$ cat src/rtl/cmc_pkg.sv
package cmc_pkg;

  localparam int WR_W    = 7;
  localparam int B_SUBEN = 0;
  localparam int B_MSTOP = 1;
  localparam int B_SEL   = 2;
  localparam int B_DIV8  = 3;
  localparam int B_DSEL  = 4;
  localparam int B_STOP  = 6;

  localparam logic [2:0] MODE_HI   = 3'd0;
  localparam logic [2:0] MODE_D2   = 3'd1;
  localparam logic [2:0] MODE_D4   = 3'd2;
  localparam logic [2:0] MODE_D8   = 3'd3;
  localparam logic [2:0] MODE_D16  = 3'd4;
  localparam logic [2:0] MODE_SUB  = 3'd5;
  localparam logic [2:0] MODE_LPWR = 3'd6;

  typedef enum logic [1:0] {PWR_RUN, PWR_WAIT, PWR_STOP, PWR_WAKE} pwr_e;

  // strobes and requested setting from control to datapath
  typedef struct packed {
    logic       hold;
    logic       gateOpen;
    logic       useSub;
    logic       div8;
    logic [1:0] divSel;
  } dpCmd_t;

  // setting currently applied by the datapath
  typedef struct packed {
    logic       useSub;
    logic       div8;
    logic [1:0] divSel;
  } dpStat_t;

endpackage

$ cat src/rtl/cmc_div.sv
module cmc_div
  import cmc_pkg::*;
#(
  parameter int SUB_PERIOD = 32
) (
  input  logic    clk,
  input  logic    rstN,
  input  dpCmd_t  cmd,
  output dpStat_t stat,
  output logic    busClkEn
);

  localparam int MAXR  = (SUB_PERIOD > 16) ? SUB_PERIOD : 16;
  localparam int CNT_W = $clog2(MAXR + 1);

  logic [CNT_W-1:0] cnt;
  logic [CNT_W-1:0] ratio;
  logic             tick;
  logic             useSubA;
  logic             div8A;
  logic [1:0]       divSelA;

  always_comb begin
    if (useSubA)    ratio = CNT_W'(SUB_PERIOD);
    else if (div8A) ratio = CNT_W'(8);
    else begin
      case (divSelA)
        2'b00:   ratio = CNT_W'(1);
        2'b01:   ratio = CNT_W'(2);
        2'b10:   ratio = CNT_W'(4);
        default: ratio = CNT_W'(16);
      endcase
    end
  end

  assign tick = (cnt == ratio - CNT_W'(1)) && !cmd.hold;

  always_ff @(posedge clk or negedge rstN) begin
    if (!rstN) begin
      cnt      <= '0;
      useSubA  <= 1'b0;
      div8A    <= 1'b1;
      divSelA  <= 2'b00;
      busClkEn <= 1'b0;
    end else begin
      busClkEn <= tick && cmd.gateOpen;
      if (cmd.hold) begin
        cnt <= '0;
      end else if (tick) begin
        cnt     <= '0;
        useSubA <= cmd.useSub;
        divSelA <= cmd.divSel;
        // force bit waits until the divider select already matches
        if (cmd.divSel == divSelA) div8A <= cmd.div8;
      end else begin
        cnt <= cnt + CNT_W'(1);
      end
    end
  end

  assign stat = '{useSub: useSubA, div8: div8A, divSel: divSelA};

  AST_CFG_AT_BOUNDARY: assert property (@(posedge clk) disable iff (!rstN)
    !($stable(divSelA) && $stable(div8A) && $stable(useSubA)) |-> (cnt == '0));
  AST_DIV8_AFTER_SEL: assert property (@(posedge clk) disable iff (!rstN)
    !$stable(div8A) |-> $stable(divSelA));
  AST_HOLD_NO_CLK: assert property (@(posedge clk) disable iff (!rstN)
    cmd.hold |=> !busClkEn);

endmodule

$ cat src/rtl/cmc_ctrl.sv
module cmc_ctrl
  import cmc_pkg::*;
(
  input  logic            clk,
  input  logic            rstN,
  input  logic            wrEn,
  input  logic [WR_W-1:0] wrData,
  input  logic            waitStrobe,
  input  logic            irq,
  input  logic            mainReady,
  input  logic            subReady,
  input  dpStat_t         stat,
  output dpCmd_t          cmd,
  output logic [2:0]      modeCode,
  output logic            mainOscOn,
  output logic            subOscOn,
  output logic            cpuHalt,
  output logic            illegalErr
);

  pwr_e       pwrQ, pwrNext;
  logic       subEnQ, mainStopQ, selQ, div8Q;
  logic [1:0] divSelQ;
  logic       errQ;
  logic       wrLive, illegal, applyWr, selReady;
  logic       wrSub, wrMStop, wrSel, wrStop;

  assign wrSub   = wrData[B_SUBEN];
  assign wrMStop = wrData[B_MSTOP];
  assign wrSel   = wrData[B_SEL];
  assign wrStop  = wrData[B_STOP];

  assign mainOscOn = !mainStopQ && (pwrQ != PWR_STOP);
  assign subOscOn  = subEnQ && (pwrQ != PWR_STOP);
  assign cpuHalt   = (pwrQ != PWR_RUN);
  assign illegalErr = errQ;

  assign wrLive  = wrEn && (pwrQ == PWR_RUN) && !wrStop;
  assign illegal = (wrSel && !selQ && !(subOscOn && subReady))
                || (!wrSel && selQ && !(mainOscOn && mainReady))
                || (wrMStop && !(selQ && wrSel))
                || (!wrSub && (wrSel || stat.useSub));
  assign applyWr = wrLive && !illegal;

  assign selReady = stat.useSub ? subReady : mainReady;

  always_comb begin
    pwrNext = pwrQ;
    case (pwrQ)
      PWR_RUN:  if (wrEn && wrStop) pwrNext = PWR_STOP;
                else if (waitStrobe) pwrNext = PWR_WAIT;
      PWR_WAIT: if (irq) pwrNext = PWR_RUN;
      PWR_STOP: if (irq) pwrNext = PWR_WAKE;
      PWR_WAKE: if (selReady) pwrNext = PWR_RUN;
      default:  pwrNext = PWR_RUN;
    endcase
  end

  always_ff @(posedge clk or negedge rstN) begin
    if (!rstN) begin
      pwrQ      <= PWR_RUN;
      subEnQ    <= 1'b0;
      mainStopQ <= 1'b0;
      selQ      <= 1'b0;
      div8Q     <= 1'b1;
      divSelQ   <= 2'b00;
      errQ      <= 1'b0;
    end else begin
      pwrQ <= pwrNext;
      if (applyWr) begin
        subEnQ    <= wrSub;
        mainStopQ <= wrMStop;
        selQ      <= wrSel;
        div8Q     <= wrData[B_DIV8];
        divSelQ   <= wrData[B_DSEL +: 2];
      end
      if (wrLive && illegal) errQ <= 1'b1;
    end
  end

  assign cmd = '{hold:     (pwrQ == PWR_STOP) || (pwrQ == PWR_WAKE),
                 gateOpen: (pwrQ == PWR_RUN) || (pwrQ == PWR_WAIT),
                 useSub:   selQ,
                 div8:     div8Q,
                 divSel:   divSelQ};

  always_comb begin
    if (stat.useSub)    modeCode = mainStopQ ? MODE_LPWR : MODE_SUB;
    else if (stat.div8) modeCode = MODE_D8;
    else begin
      case (stat.divSel)
        2'b00:   modeCode = MODE_HI;
        2'b01:   modeCode = MODE_D2;
        2'b10:   modeCode = MODE_D4;
        default: modeCode = MODE_D16;
      endcase
    end
  end

  AST_SUB_SEL_STABLE: assert property (@(posedge clk) disable iff (!rstN)
    $rose(selQ) |-> $past(subOscOn && subReady));
  AST_MAIN_STOP_ON_SUB: assert property (@(posedge clk) disable iff (!rstN)
    $rose(mainStopQ) |-> ($past(selQ) && selQ));
  AST_ERR_STICKY: assert property (@(posedge clk) disable iff (!rstN)
    errQ |=> errQ);
  AST_STOP_NOT_RUN: assert property (@(posedge clk) disable iff (!rstN)
    (pwrQ == PWR_STOP) |=> (pwrQ != PWR_RUN));
  AST_HALT_FREEZES_CFG: assert property (@(posedge clk) disable iff (!rstN)
    cpuHalt |=> ($stable(div8Q) && $stable(divSelQ) && $stable(selQ)));

endmodule

$ cat src/rtl/clk_mode_ctrl.sv
module clk_mode_ctrl
  import cmc_pkg::*;
#(
  parameter int SUB_PERIOD = 32
) (
  input  logic            clk,
  input  logic            rstN,
  input  logic            wrEn,
  input  logic [WR_W-1:0] wrData,
  input  logic            waitStrobe,
  input  logic            irq,
  input  logic            mainReady,
  input  logic            subReady,
  output logic            busClkEn,
  output logic [2:0]      modeCode,
  output logic            mainOscOn,
  output logic            subOscOn,
  output logic            cpuHalt,
  output logic            illegalErr
);

  dpCmd_t  cmd;
  dpStat_t stat;

  cmc_ctrl u_ctrl (
    .clk(clk), .rstN(rstN), .wrEn(wrEn), .wrData(wrData),
    .waitStrobe(waitStrobe), .irq(irq),
    .mainReady(mainReady), .subReady(subReady),
    .stat(stat), .cmd(cmd), .modeCode(modeCode),
    .mainOscOn(mainOscOn), .subOscOn(subOscOn),
    .cpuHalt(cpuHalt), .illegalErr(illegalErr)
  );

  cmc_div #(.SUB_PERIOD(SUB_PERIOD)) u_div (
    .clk(clk), .rstN(rstN), .cmd(cmd), .stat(stat), .busClkEn(busClkEn)
  );

endmodule

$ cat config.mk
export PLATFORM = sky130hd
export DESIGN_NAME = clk_mode_ctrl
export DESIGN_NICKNAME = d
export VERILOG_FILES = /design/src/rtl/cmc_pkg.sv /design/src/rtl/cmc_div.sv /design/src/rtl/cmc_ctrl.sv /design/src/rtl/clk_mode_ctrl.sv
export SDC_FILE = /design/constraint.sdc
export NUM_CORES = 1
export LEC_CHECK = 0
export BUFFER_PORTS_ARGS = -buffer_cell sky130_fd_sc_hd__buf_2
export CAP_MARGIN = 40
export CORE_MARGIN = 2
export CORE_UTILIZATION = 54
export DETAILED_ROUTE_END_ITERATION = 8
export PLACE_DENSITY = 0.83
export REMOVE_ABC_BUFFERS = 1
export SLEW_MARGIN = 0
export SYNTH_ARGS = -nofsm -noshare
export SYNTH_HDL_FRONTEND = slang
export SYNTH_SLANG_ARGS = --single-unit
$ cat constraint.sdc
create_clock -name clk -period 3.05 [get_ports clk]
set_clock_uncertainty 0.05 [all_clocks]
set_input_delay 0.1525 -clock clk [delete_from_list [all_inputs] [get_ports clk]]
set_output_delay 0.1525 -clock clk [all_outputs]
set_load 0.01 [all_outputs]
# Word-level counts from Yosys, hierarchy flattened

Cells that the tools add are included.

Bits in registers: 20
Bits of input ports: 14
Logic and storage cells: 83

$add $sub $neg: 2
Eq/ne operators: 12
Mux-type cells: 16
Bitwise logic cells: 1
Reduce and logical (&&, ||, !) cells: 40

Operators by type and width:

| cell                                              | number |
|---|---|
| two-way mux 6 bit                                 | 4 |
| logical AND 1 bit                                 | 18 |
| case mux 5 bit (3 select lines)                   | 1 |
| two-way mux 2 bit                                 | 6 |
| logical NOT 1 bit                                 | 10 |
| case mux 3 bit (3 select lines)                   | 1 |
| case mux 2 bit (4 select lines)                   | 1 |
| adder 6 x 1 -> 6 bit (second input constant)      | 1 |
| == test 2 bit (second input constant)             | 3 |
| == test 6 bit                                     | 1 |
| logical OR 1 bit                                  | 6 |
| two-way mux 3 bit                                 | 2 |
| != test 2 bit (second input constant)             | 3 |
| subtractor 6 x 1 -> 6 bit (second input constant) | 1 |
| == test 2 x 1 -> 1 bit (second input constant)    | 2 |
| logical NOT 2 bit                                 | 2 |
| AND reduction 4 bit                               | 1 |
| != test 3 x 2 -> 1 bit (second input constant)    | 1 |
| AND reduction 3 bit                               | 1 |
| == test 2 bit                                     | 1 |
| != test 2 x 1 -> 1 bit (second input constant)    | 1 |
| AND reduction 2 bit                               | 1 |
| nonzero test 2 bit                                | 1 |
| two-way mux 1 bit                                 | 1 |
| inverter 1 bit                                    | 1 |

# Longest topological paths before layout

Depth in word-level cells: 10
Mapped depth: 10
Gate-level depth less buffers: 8

# By module

A second synthesis with hierarchy kept.

Cells, all modules: 119
Area total of the unflattened synthesis: 1,283.7 µm²

Modules (own cells, without submodules):

| module   | times used | cells each | area each (µm²) | seq. area each (µm²) |
|---|---|---|---|---|
| cmc_div  | 1          | 62         | 686.9           | 276.5 |
| cmc_ctrl | 1          | 57         | 596.8           | 226.5 |

# Worst setup path before layout

No wires, ideal clock.

Path kind: reg-to-reg
From: reg u_div.divSelA[1]
To: reg u_div.divSelA[0]
Library setup time: 0.125 ns
Data arrival time: 2.404 ns
Required time: 2.875 ns
Slack: 0.470 ns
Stages on the path, launching flop included: 10
Period minus slack after synthesis: 2.580 ns
Cell sequence: dfrtp_1 > buf_6 > or4_4 > ha_1 > nor3b_1 > a221oi_1 > xor2_1 > and3_1 > buf_6 > mux2_4

Word-level cells in the longest chain between the ends: 8
Elaborated cells on any way between the ends: 10

Ends and longest elaborated chain:

| item                                        | RTL line      | text |
|---|---|---|
| start, declared                             | cmc_div.sv:21 | `logic [1:0] divSelA;` |
| start signal, assigned                      | cmc_div.sv:52 | `divSelA <= cmd.divSel;` |
| == test 2 bit, or another cell as far along | cmc_div.sv:27 | `case (divSelA)` |
| case mux 5 bit (3 select lines) *           | cmc_div.sv:27 |  |
| two-way mux 6 bit *                         | cmc_div.sv:25 | `else if (div8A) ratio = CNT_W'(8);` |
| two-way mux 6 bit *                         | cmc_div.sv:24 | `if (useSubA) ratio = CNT_W'(SUB_PERIOD);` |
| subtractor 6 x 1 -> 6 bit *                 | cmc_div.sv:36 | `assign tick = (cnt == ratio - CNT_W'(1)) && !cmd.hold;` |
| == test 6 bit *                             | cmc_div.sv:36 |  |
| logical AND 1 bit *                         | cmc_div.sv:36 |  |
| AND reduction 2 bit (no source line) *      | -             |  |

Mark *: on every way between the ends. The rest lies on a longest branch, timed or not.
A chain may end at the register's enable or synchronous reset.

# Final worst setup path

From: reg u_div.divSelA[1]
To: reg u_div.useSubA

Word-level cells in the longest chain between the ends: 8
Elaborated cells on any way between the ends: 10

Ends and longest elaborated chain:

| item                                        | RTL line      | text |
|---|---|---|
| == test 2 bit, or another cell as far along | cmc_div.sv:27 |  |
| case mux 5 bit (3 select lines) *           | cmc_div.sv:27 |  |
| two-way mux 6 bit *                         | cmc_div.sv:25 |  |
| two-way mux 6 bit *                         | cmc_div.sv:24 |  |
| subtractor 6 x 1 -> 6 bit *                 | cmc_div.sv:36 |  |
| == test 6 bit *                             | cmc_div.sv:36 |  |
| logical AND 1 bit *                         | cmc_div.sv:36 |  |
| AND reduction 2 bit (no source line) *      | -             |  |
| end signal, assigned                        | cmc_div.sv:51 | `useSubA <= cmd.useSub;` |
| end, declared                               | cmc_div.sv:19 | `logic useSubA;` |

Marked as above.

==> metrics.md <==
| Metric | Value |
|---|---|
| Setup violators final | 0 |
| Slew HR | 67.4% |
| Wire per inst | 15.6 um |
| Hold Crit Class | input pin to register |
| Max Cap Viol | 0 |
| CTS tree | done |
| DRT antenna net count | 0 |
| Yosys top cell area share | 38.5% |
| Overall global routing resource usage | 22.2% |
| Synth Instances | 111 |
| Avg Inst Size Synth | 10.6 um2 |
| Slew Viols, Final | 0 |
| CTS max path bufs | 2 |
| Root Buffer | clkbuf_4 |
| Seq cells post-synth | 20 |
| Max frequency | 357 MHz |
| Hold_buf cts | 1 |
| Synth unique cells | 39 |
| RSZ-0062 raised after global routing | no |
| CTS H-tree depth | 1 |
| Finished Core Util | 66.5% |
| DIE WIDTH | 50.6 um |
| CTS Sinks | 20 |
| CP delay by family, top | simple AND/OR/NAND/NOR gates |
| Drt via density | 5.67 |
| Num CTS Buffers | 3 |
| CP bufs+invs | 0 |
| Port Buf Inserts | 21 |
| Area Overhead vs Synth | 13.7% |
| Synthesized area | 1170 um2 |
| Critical-path cell list | or4_4, ha_1, nor3b_1, a221oi_1, xor2_1, and3_1, mux2_4 |
| Initial antenna violation count | 0 |
| Critical Path RT | 3.19 ns |
| Reg2Reg Setup Slack | 0.25 ns |
| Core area | 2000 um2 |
| CP Max Fanout | 9 |
| Post-synthesis sequential area ratio | 42.9% |
| Synth area leader | dfrtp_1 |
| Ys async rst share | 100% |
| Synth Flop Type | dfrtp_1 |
| Vias in the first global route | 873 |
| Worst vdd ir | 0.545 mV |
| Slowest stage delay, CP | 0.56 ns |
| CP startpoint kind | register |
| Setup crit end kind | register |
| Total grt overflow | 0 |
| Nets | 150 |
| Status | completed |
| Final Cycle Share | 91.8% |
| Final WL | 2.49 mm |
| Actual slew at the worst max-slew pin | 0.488 ns |
| Clock Latency Late Sink | 0.30 ns |
| RePlAce Congestion | 0.787 |
| Worst EP arrival | 2.94 ns |
| EDFF count, synth | 0 |
| Ports | 22 |
| Die extent in y | 50.6 um |
| Hpwl dp | 1.86 mm |
| Final Hold Fails | 0 |
| PostCTS Resize Cnt | 0 |
| Reg clk slew, reported paths | 0.11 ns |
| Routed via count | 907 |
| Antenna cells | 0 |
| Post-CTS setup buffers | 0 |
| Min cycle time layout | 2.80 ns |
| DRC viols | 0 |
| Slowest cell on crit path | or4_4 |
| Global-route wire length before repair | 4.22 mm |
| Initial drt markers | 19 |
| Footprint of the multi-input gates | 594 um2 |
| Area contributors post-synth | dfrtp_1 (38%), mux2_2 (6.7%), dfstp_2 (4.5%), xor2_1 (4.5%), mux2_4 (3.8%) |
| Largest net degree at the start of global routing | 21 |
| Die area | 2560 um2 |
| Synth warn | 0 |
| Leak | 0.624 nW |
| Pre-antenna DRT Iters | 4 |
| Row count | 16 |
| Fin Setup TNS | 0 ns |
| Starting Density | 58.5% |
| Crit path kind | register to register |
| FILL cells | 167 |
| Pwr/cell area | 1010 nW/um2 |
| FF/Latch Area | 503 um2 |
| Layout cells sized above 1 | 31.6% |
## cells by family (layout without fill, tap and decap cells)
logic type | Yosys count | count (layout) | share of synthesized area [%]
muxes | 11 | 11 | 11.4
buffers and inverters | 15 | 37 | 6.30
xor gates and xnor gates | 9 | 9 | 6.73
adders and majority gates | 2 | 2 | 2.14
and+or+nand+nor | 35 | 35 | 18.2
AOI/OAI and AO/OA | 19 | 19 | 12.3
DFF | 20 | 20 | 42.9
## power by group
part	internal (W)	leakage [nW]	total, W	switching, W
sequential	0.000374	0.250	0.000521	0.000147
clock	0.0000728	0.0210	0.000157	0.0000840
combinational	0.000348	0.354	0.000665	0.000317
total	0.000795	0.624	0.00134	0.000548
## per-stage QoR
step / cell area [um2] / hold slack [ns] / setup slack, ns / power [W] / cells
2_1_floorplan: 1130 / -0.193 / 0.322 / 0.000972 / 105
3_3_place_gp: 1280 / 0.0706 / 0.446 / 0.00113 / 155
3_5_place_dp: 1280 / 0.0732 / 0.287 / 0.00119 / 155
4_1_cts: 1330 / 0.0261 / 0.269 / 0.00135 / 160
5_1_grt: 1330 / 0.0195 / 0.154 / 0.00145 / 160
6_report: 1330 / 0.0326 / 0.250 / 0.00134 / 160
## Yosys cell counts (2+ instances only)
master / count
buf_6: 2
xor2_1: 6
o21bai_1: 3
and2_1: 2
nand3_1: 3
ha_1: 2
mux2_2: 7
nor2_1: 7
nand2_1: 4
nand2b_1: 2
a21oi_1: 5
xnor2_1: 3
a211oi_1: 2
dfrtp_1: 18
clkbuf_1: 2
a221oi_1: 2
inv_1: 9
mux2_4: 3
nor3_1: 6
dfstp_2: 2
nor3b_1: 2
buf_2: 2
## cell type report
cell class                 instances  area share [%]
tap                               27            2.54
sequential                        20            37.8
timing repair buffer              24            9.77
inverter                           9            2.54
clock buffer                       4            2.73
multi-input combinational         76            44.6
## metal layers
metal  share of wire (%)  wire length (um)  global-route usage [%]  up-vias
met5                   0                 0                       0        -
met4                0.76                19                    8.11        0
met3                 3.7                91                    2.68        2
met1                  45              1110                    28.6      436
met2                  51              1270                    38.4       26
li1                    -                 -                       -      443
## path summary, 6_finish.rpt
| kind | cells after the start | end | from |
|---|---|---|---|
| worst min register to register | 2 | u_ctrl.illegalErr$_DFFE_PN0P_ | u_ctrl.illegalErr$_DFFE_PN0P_ |
| worst min-delay path | 2 | u_ctrl.div8Q$_DFFE_PN1P_ | wrData[3] |
| max in group asynchronous | 2 | u_ctrl.div8Q$_DFFE_PN1P_ | rstN |
| min in group asynchronous | 2 | u_div.cnt[0]$_DFF_PN0_ | rstN |
| worst max register to register | 7 | u_div.useSubA$_DFFE_PN0P_ | u_div.divSelA[1]$_DFFE_PN0P_ |
| worst max-delay path | 7 | u_div.useSubA$_DFFE_PN0P_ | u_div.divSelA[1]$_DFFE_PN0P_ |
## state kept, by name, indices dropped and copies added, names as in the netlist
signal             cells
u_ctrl.mainStopQ       1
u_div.divSelA          2
u_ctrl.div8Q           1
u_div.useSubA          1
u_div.div8A            1
u_div.busClkEn         1
u_ctrl.divSelQ         2
u_ctrl.pwrQ            2
u_ctrl.illegalErr      1
u_ctrl.selQ            1
u_div.cnt              6
u_ctrl.subEnQ          1
## cell usage in the layout, fill, tap and decap left out, types with 2 or more instances in the layout
cell type / Yosys / layout
dfstp_2: 2 / 2
nand3_1: 3 / 3
nor3_1: 6 / 6
buf_4: 0 / 2
mux2_2: 7 / 7
nor3b_1: 2 / 2
nand2b_1: 2 / 2
a21oi_1: 5 / 5
a211oi_1: 2 / 2
xor2_1: 6 / 6
clkbuf_4: 0 / 3
xnor2_1: 3 / 3
dfrtp_1: 18 / 18
buf_2: 2 / 21
a221oi_1: 2 / 2
nor2_1: 7 / 7
inv_1: 9 / 9
mux2_4: 3 / 3
o21bai_1: 3 / 3
nand2_1: 4 / 4
and2_1: 2 / 2
ha_1: 2 / 2
No activity file was read; power rests on OpenSTA's default activity.
